==> src/rtl/pkh_pkg.sv <==
package pkh_pkg;
  typedef enum logic [1:0] {
    ST_IDLE = 2'd0,
    ST_PEAK = 2'd1,
    ST_HOLD = 2'd2
  } pkh_state_e;

  // smallest on-count that is at least pct percent of 2**w
  function automatic int unsigned floor_count(int unsigned w, int unsigned pct);
    return (((1 << w) * pct) + 99) / 100;
  endfunction
endpackage

==> src/rtl/pkh_carrier.sv <==
module pkh_carrier #(
  parameter int unsigned PERIOD_W = 10,
  parameter int unsigned MIN_PCT  = 10
) (
  input  logic                clk,
  input  logic                rst_n,
  input  logic [PERIOD_W-1:0] duty_i,
  output logic                pwm_on_o
);
  localparam int unsigned MIN_CNT = pkh_pkg::floor_count(PERIOD_W, MIN_PCT);
  localparam logic [PERIOD_W-1:0] MIN_VAL = PERIOD_W'(MIN_CNT);

  logic [PERIOD_W-1:0] cnt_q, cnt_d;
  logic [PERIOD_W-1:0] duty_eff;
  logic                full_on;

  always_comb begin
    cnt_d = cnt_q + 1'b1;
  end

  always_ff @(posedge clk or negedge rst_n) begin
    if (!rst_n) cnt_q <= '0;
    else        cnt_q <= cnt_d;
  end

  always_comb begin
    full_on  = &duty_i;
    duty_eff = (duty_i < MIN_VAL) ? MIN_VAL : duty_i;
    pwm_on_o = full_on | (cnt_q < duty_eff);
  end
endmodule

==> src/rtl/pkh_thermal.sv <==
module pkh_thermal (
  input  logic clk,
  input  logic rst_n,
  input  logic hot_i,
  input  logic cool_i,
  output logic latch_d_o,
  output logic latch_q_o
);
  logic lat_q, lat_d;

  always_comb begin
    if (hot_i)       lat_d = 1'b1;
    else if (cool_i) lat_d = 1'b0;
    else             lat_d = lat_q;
  end

  always_ff @(posedge clk or negedge rst_n) begin
    if (!rst_n) lat_q <= 1'b0;
    else        lat_q <= lat_d;
  end

  assign latch_d_o = lat_d;
  assign latch_q_o = lat_q;
endmodule

==> src/rtl/pkh_seq.sv <==
module pkh_seq #(
  parameter int unsigned DELAY_W = 24
) (
  input  logic               clk,
  input  logic               rst_n,
  input  logic               enable_i,
  input  logic [DELAY_W-1:0] pullin_i,
  input  logic               therm_i,
  input  logic               pwm_on_i,
  output logic               gate_d_o
);
  import pkh_pkg::*;

  pkh_state_e         st_q, st_d;
  logic [DELAY_W-1:0] dcnt_q, dcnt_d;
  logic               dcnt_en;

  always_comb begin
    st_d    = st_q;
    dcnt_d  = dcnt_q;
    dcnt_en = 1'b0;
    if (!enable_i || therm_i) begin
      st_d = ST_IDLE;
    end else begin
      unique case (st_q)
        ST_IDLE: begin
          dcnt_en = 1'b1;
          dcnt_d  = pullin_i;
          st_d    = (pullin_i == '0) ? ST_HOLD : ST_PEAK;
        end
        ST_PEAK: begin
          if (dcnt_q <= DELAY_W'(1)) begin
            st_d = ST_HOLD;
          end else begin
            dcnt_en = 1'b1;
            dcnt_d  = dcnt_q - 1'b1;
          end
        end
        ST_HOLD: st_d = ST_HOLD;
        default: st_d = ST_IDLE;
      endcase
    end
  end

  always_ff @(posedge clk or negedge rst_n) begin
    if (!rst_n) st_q <= ST_IDLE;
    else        st_q <= st_d;
  end

  always_ff @(posedge clk or negedge rst_n) begin
    if (!rst_n)       dcnt_q <= '0;
    else if (dcnt_en) dcnt_q <= dcnt_d;
  end

  always_comb begin
    gate_d_o = (st_d == ST_PEAK) | ((st_d == ST_HOLD) & pwm_on_i);
  end
endmodule

==> src/rtl/pkhold_ctrl.sv <==
module pkhold_ctrl #(
  parameter int unsigned PERIOD_W = 10,
  parameter int unsigned DELAY_W  = 24,
  parameter int unsigned MIN_PCT  = 10
) (
  input  logic                clk,
  input  logic                rst_n,
  input  logic                enable_i,
  input  logic [DELAY_W-1:0]  pullin_cnt_i,
  input  logic [PERIOD_W-1:0] duty_i,
  input  logic                over_cur_i,
  input  logic                under_cur_i,
  input  logic                hot_trip_i,
  input  logic                cool_rel_i,
  output logic                gate_o,
  output logic                fault_n_o
);
  logic pwm_on, therm_d, therm_q, gate_d, flag_n_d;
  logic gate_q, flag_n_q;

  pkh_carrier #(.PERIOD_W(PERIOD_W), .MIN_PCT(MIN_PCT)) u_carrier (
    .clk(clk), .rst_n(rst_n), .duty_i(duty_i), .pwm_on_o(pwm_on)
  );

  pkh_thermal u_thermal (
    .clk(clk), .rst_n(rst_n), .hot_i(hot_trip_i), .cool_i(cool_rel_i),
    .latch_d_o(therm_d), .latch_q_o(therm_q)
  );

  pkh_seq #(.DELAY_W(DELAY_W)) u_seq (
    .clk(clk), .rst_n(rst_n), .enable_i(enable_i), .pullin_i(pullin_cnt_i),
    .therm_i(therm_d), .pwm_on_i(pwm_on), .gate_d_o(gate_d)
  );

  always_comb begin
    flag_n_d = ~(therm_d | ((over_cur_i | under_cur_i) & gate_d));
  end

  always_ff @(posedge clk or negedge rst_n) begin
    if (!rst_n) begin
      gate_q   <= 1'b0;
      flag_n_q <= 1'b1;
    end else begin
      gate_q   <= gate_d;
      flag_n_q <= flag_n_d;
    end
  end

  assign gate_o    = gate_q;
  assign fault_n_o = flag_n_q;
endmodule

==> config.mk <==
export PLATFORM = sky130hd
export DESIGN_NAME = pkhold_ctrl
export DESIGN_NICKNAME = d
export VERILOG_FILES = /design/src/rtl/pkh_pkg.sv /design/src/rtl/pkh_carrier.sv /design/src/rtl/pkh_thermal.sv /design/src/rtl/pkh_seq.sv /design/src/rtl/pkhold_ctrl.sv
export SDC_FILE = /design/constraint.sdc
export NUM_CORES = 1
export LEC_CHECK = 0
export BUFFER_PORTS_ARGS = -buffer_cell sky130_fd_sc_hd__clkbuf_2
export CORE_UTILIZATION = 51
export CTS_CLUSTER_SIZE = 14
export DETAILED_ROUTE_END_ITERATION = 7
export GPL_ROUTABILITY_DRIVEN = 0
export PLACE_DENSITY = 0.82
export SLEW_MARGIN = 10
export SYNTH_ARGS = -nofsm -noshare
export SYNTH_HDL_FRONTEND = slang
export SYNTH_HIERARCHICAL = 1
export SYNTH_SLANG_ARGS = --single-unit
==> constraint.sdc <==
create_clock -name clk -period 2.3 [get_ports clk]
set_input_delay 0.46 -clock clk [delete_from_list [all_inputs] [get_ports clk]]
set_output_delay 0.46 -clock clk [all_outputs]
set_load 0.02 [all_outputs]
==> results.cfg <==
[final_layout]
layout-drive-gt1-share = 0.304
multi_input_area_um2 = 1530
num_antenna_cells = 0
fillers = 353
register_area_um2 = 977
syn2layout_area_growth_pct = 30.3
final_cells = 435
fin_nets = 420
fin_area_um2 = 3270

[clocking]
cts_max_path_buffers = 2
numCtsBuffers = 5
root_buffer = clkbuf_8
htreeDepth = 2
cts.clk_slew.worst_paths_ns = 0.08
clk_latency_ns = 0.29
cts_tree = yes
clock_sinks = 39

[flow_run]
maxCapViolCount = 0

[power]
p_leak_uw = 0.00143
p_clk_frac = 0.252
combPwrFrac = 0.273
netSwitchingFraction = 0.326
p_switching_uw = 589
irDropWorstVdd_uv = 435
p_int_uw = 1220
power_density_nw_per_um2 = 551
finalPower_uw = 1800
p_seq_frac = 0.476

[place]
io_buffers = 42
hpwl_um = 5230
dp_cells = 421
pre_cts_ws_ns = -0.550
placement.cell_area_um2 = 3060

[yosys]
synth_ff_type = dfrtp_1
syn_area_um2 = 2510
synth_edf_count = 0
synth_top_cell_by_area = dfrtp_1
syn_nets = 342
ys_ff_latch = 39
synthCells = 289
yosysMostFrequentCell = dfrtp_1
avgSynthCellArea_um2 = 8.69
ys_types = 58
async_reset_ff_frac = 1.00
yosysSeqAreaShare = 0.389
synth.area.top_cells = dfrtp_1 (38%), ha_1 (6.0%), o21ai_0 (5.0%), nor2_1 (4.8%), a21oi_1 (4.6%)
synth_top_area_frac = 0.379
synth_warnings = 6
synth_common_cells = dfrtp_1 (38), nor2_1 (32), o21ai_0 (25), a21oi_1 (23), nand2_1 (19)

[floorplan]
placementRows = 25
die-area_um2 = 5210
die_w_um = 72.2
coreArea_um2 = 4720
initial_utilization = 0.532
pin_count = 43
die_h_um = 72.2

[detailed_routing]
drc = 0
wl_per_cell_um = 17.4
viasPerCell = 6.43
ant_nets = 0
finalWirelength_um = 7560
vias = 2798
drt-pass1-iter-count = 5
drt_iter0_markers = 361

[critical_path]
cp_slowest_cell = a2111oi_2
path_common_cell = nand4_1
crit_buf_inv = 1
crit_end = fault_n_o
critPathKind = in -> reg
worstPathMaxFanout = 4
end_kind = register
r2r-start = u_seq/dcnt_q[16]
r2r_cells = 5
r2r_slack_ns = -0.07
cpPeakStageDelay_ns = 0.40
crit_path_start = duty_i[6]
crit_family = compound AO/OA/AOI/OAI gates
cp_cell_sequence = clkbuf_2, nand4_1, o211ai_2, nand2_1, ha_4, nand4_1, nor4_1, a221o_1, o21ai_2, nor3b_1, a2111oi_2, o21a_1, nor2_1
path_depth = 13
critPathArrivalTime_ns = 2.74
required_ns = 2.52
cp-start-kind = primary input
r2r-end = u_seq/dcnt_q[9]

[sta]
hold_viol = 0
slew_viol_final = 0
setup_viol = 3
finClkSkew_ns = 0.0112
fin_crit_sh = 1.09
timing.final.ws_setup_ns = -0.216
rsz0062_at_grt = true
relSlewSlack = 0.537
worst-slew-pin-transition_ns = 0.688
finalSetupTns_ns = -0.453
min_period_ns = 2.52
max_freq_mhz = 397

[global_routing]
grt_pass1_vias = 2607
grt_first_pass_wirelength_um = 11600
grt_usage = 0.285
antenna_found_initial = 0
grt_max_degree = 23
grt_remaining_overflow = 0

[status]
status = finished with violations
violations = setup timing

[min_path]
min_path_type = in -> async
-- worst register-to-register path, delay by kind of cell, from the launching register on --
kind	cells	cell delay, ns
flip-flops	1	0.38
AND/OR/NAND/NOR	3	1.43
AO/OA/AOI/OAI	2	0.45
-- cells by family (layout without fill, tap and decap cells) --
| logic type | count (synthesis) | in the layout | synth area share |
|---|---|---|---|
| and+or+nand+nor | 111 | 111 | 0.233 |
| xor gates and xnor gates | 8 | 8 | 0.0279 |
| DFF | 39 | 39 | 0.389 |
| buffers and inverters | 23 | 101 | 0.0384 |
| muxes | 1 | 1 | 0.00399 |
| AOI/OAI and AO/OA | 95 | 96 | 0.248 |
| adders and majority gates | 12 | 12 | 0.0598 |
-- final cells by class --
cell class	instances	area share
clock buffer	7	0.0233
sequential	39	0.299
tap	67	0.0256
multi-input combinational	228	0.467
timing repair buffer	82	0.171
clock inverter	1	0.00153
inverter	11	0.0126
-- power by group through the flow --
stage               Sequential [uW]  Combinational, uW  Clock (uW)
detailed placement              867                444           0
global placement                863                427           0
CTS                             855                456         456
floorplan                       857                235           0
finish                          858                492         454
global route                    868                534         478
-- how the worst min path moves through the flow --
stage	endpoint	slack (ns)	cells past startpoint
2_1_floorplan	gate_o	0.16	0
3_3_place_gp	u_seq/dcnt_q[5]	0.38	1
3_5_place_dp	u_seq/dcnt_q[5]	0.37	1
4_1_cts	u_seq/dcnt_q[5]	0.06	1
5_1_grt	u_seq/dcnt_q[5]	0.08	1
6_report	u_seq/dcnt_q[5]	0.07	1
-- registers in the layout, indices dropped and copies added, names as in the netlist --
name and flops:
u_seq/dcnt_q 24, gate_o 1, u_thermal/latch_q_o 1, u_carrier/cnt_q 10, u_seq/st_q 2, fault_n_o 1
-- per-layer routing --
metal  GRT usage  part of all wire  vias up
li1            -                 -     1253
met1       0.355              0.41     1355
met2       0.474              0.48      159
met3      0.0528             0.071       31
met4       0.144             0.038        0
met5           0                 0        -
-- placed cells by master (no fill, tap or decap), drive strengths merged, types with 2 or more instances in the layout --
| cell | instances |
|---|---|
| clkbuf | 49 |
| ha | 12 |
| a31oi | 7 |
| o22a | 4 |
| a21oi | 23 |
| xnor2 | 4 |
| or2b | 2 |
| nor2 | 32 |
| a32oi | 2 |
| o211ai | 2 |
| nand2 | 19 |
| and2 | 2 |
| nor2b | 2 |
| o2bb2ai | 2 |
| nand3 | 9 |
| nor4 | 13 |
| or4 | 4 |
| or3 | 3 |
| o31a | 2 |
| nor3 | 11 |
| o21ba | 2 |
| o21ai | 26 |
| buf | 40 |
| nor3b | 3 |
| xor2 | 4 |
| nand4 | 8 |
| dfrtp | 38 |
| o31ai | 2 |
| inv | 11 |
| o32ai | 2 |
| o21bai | 2 |
| o21a | 5 |
| a22oi | 4 |
-- stage by stage --
stage	utilization	hold slack (ns)
2_1_floorplan	-	0.164
3_3_place_gp	0.648	0.377
3_5_place_dp	0.648	0.373
4_1_cts	0.675	0.0583
5_1_grt	0.693	0.0810
6_report	0.693	0.0658
-- what timing repair did --
action	CTS	global route
cloned	1	0
gates resized for setup	5	9
setup buffers	0	5
pin swaps	1	8
setup endpoints to repair	10	15
hold buffers	0	0
(Power assumes the default switching activity.)
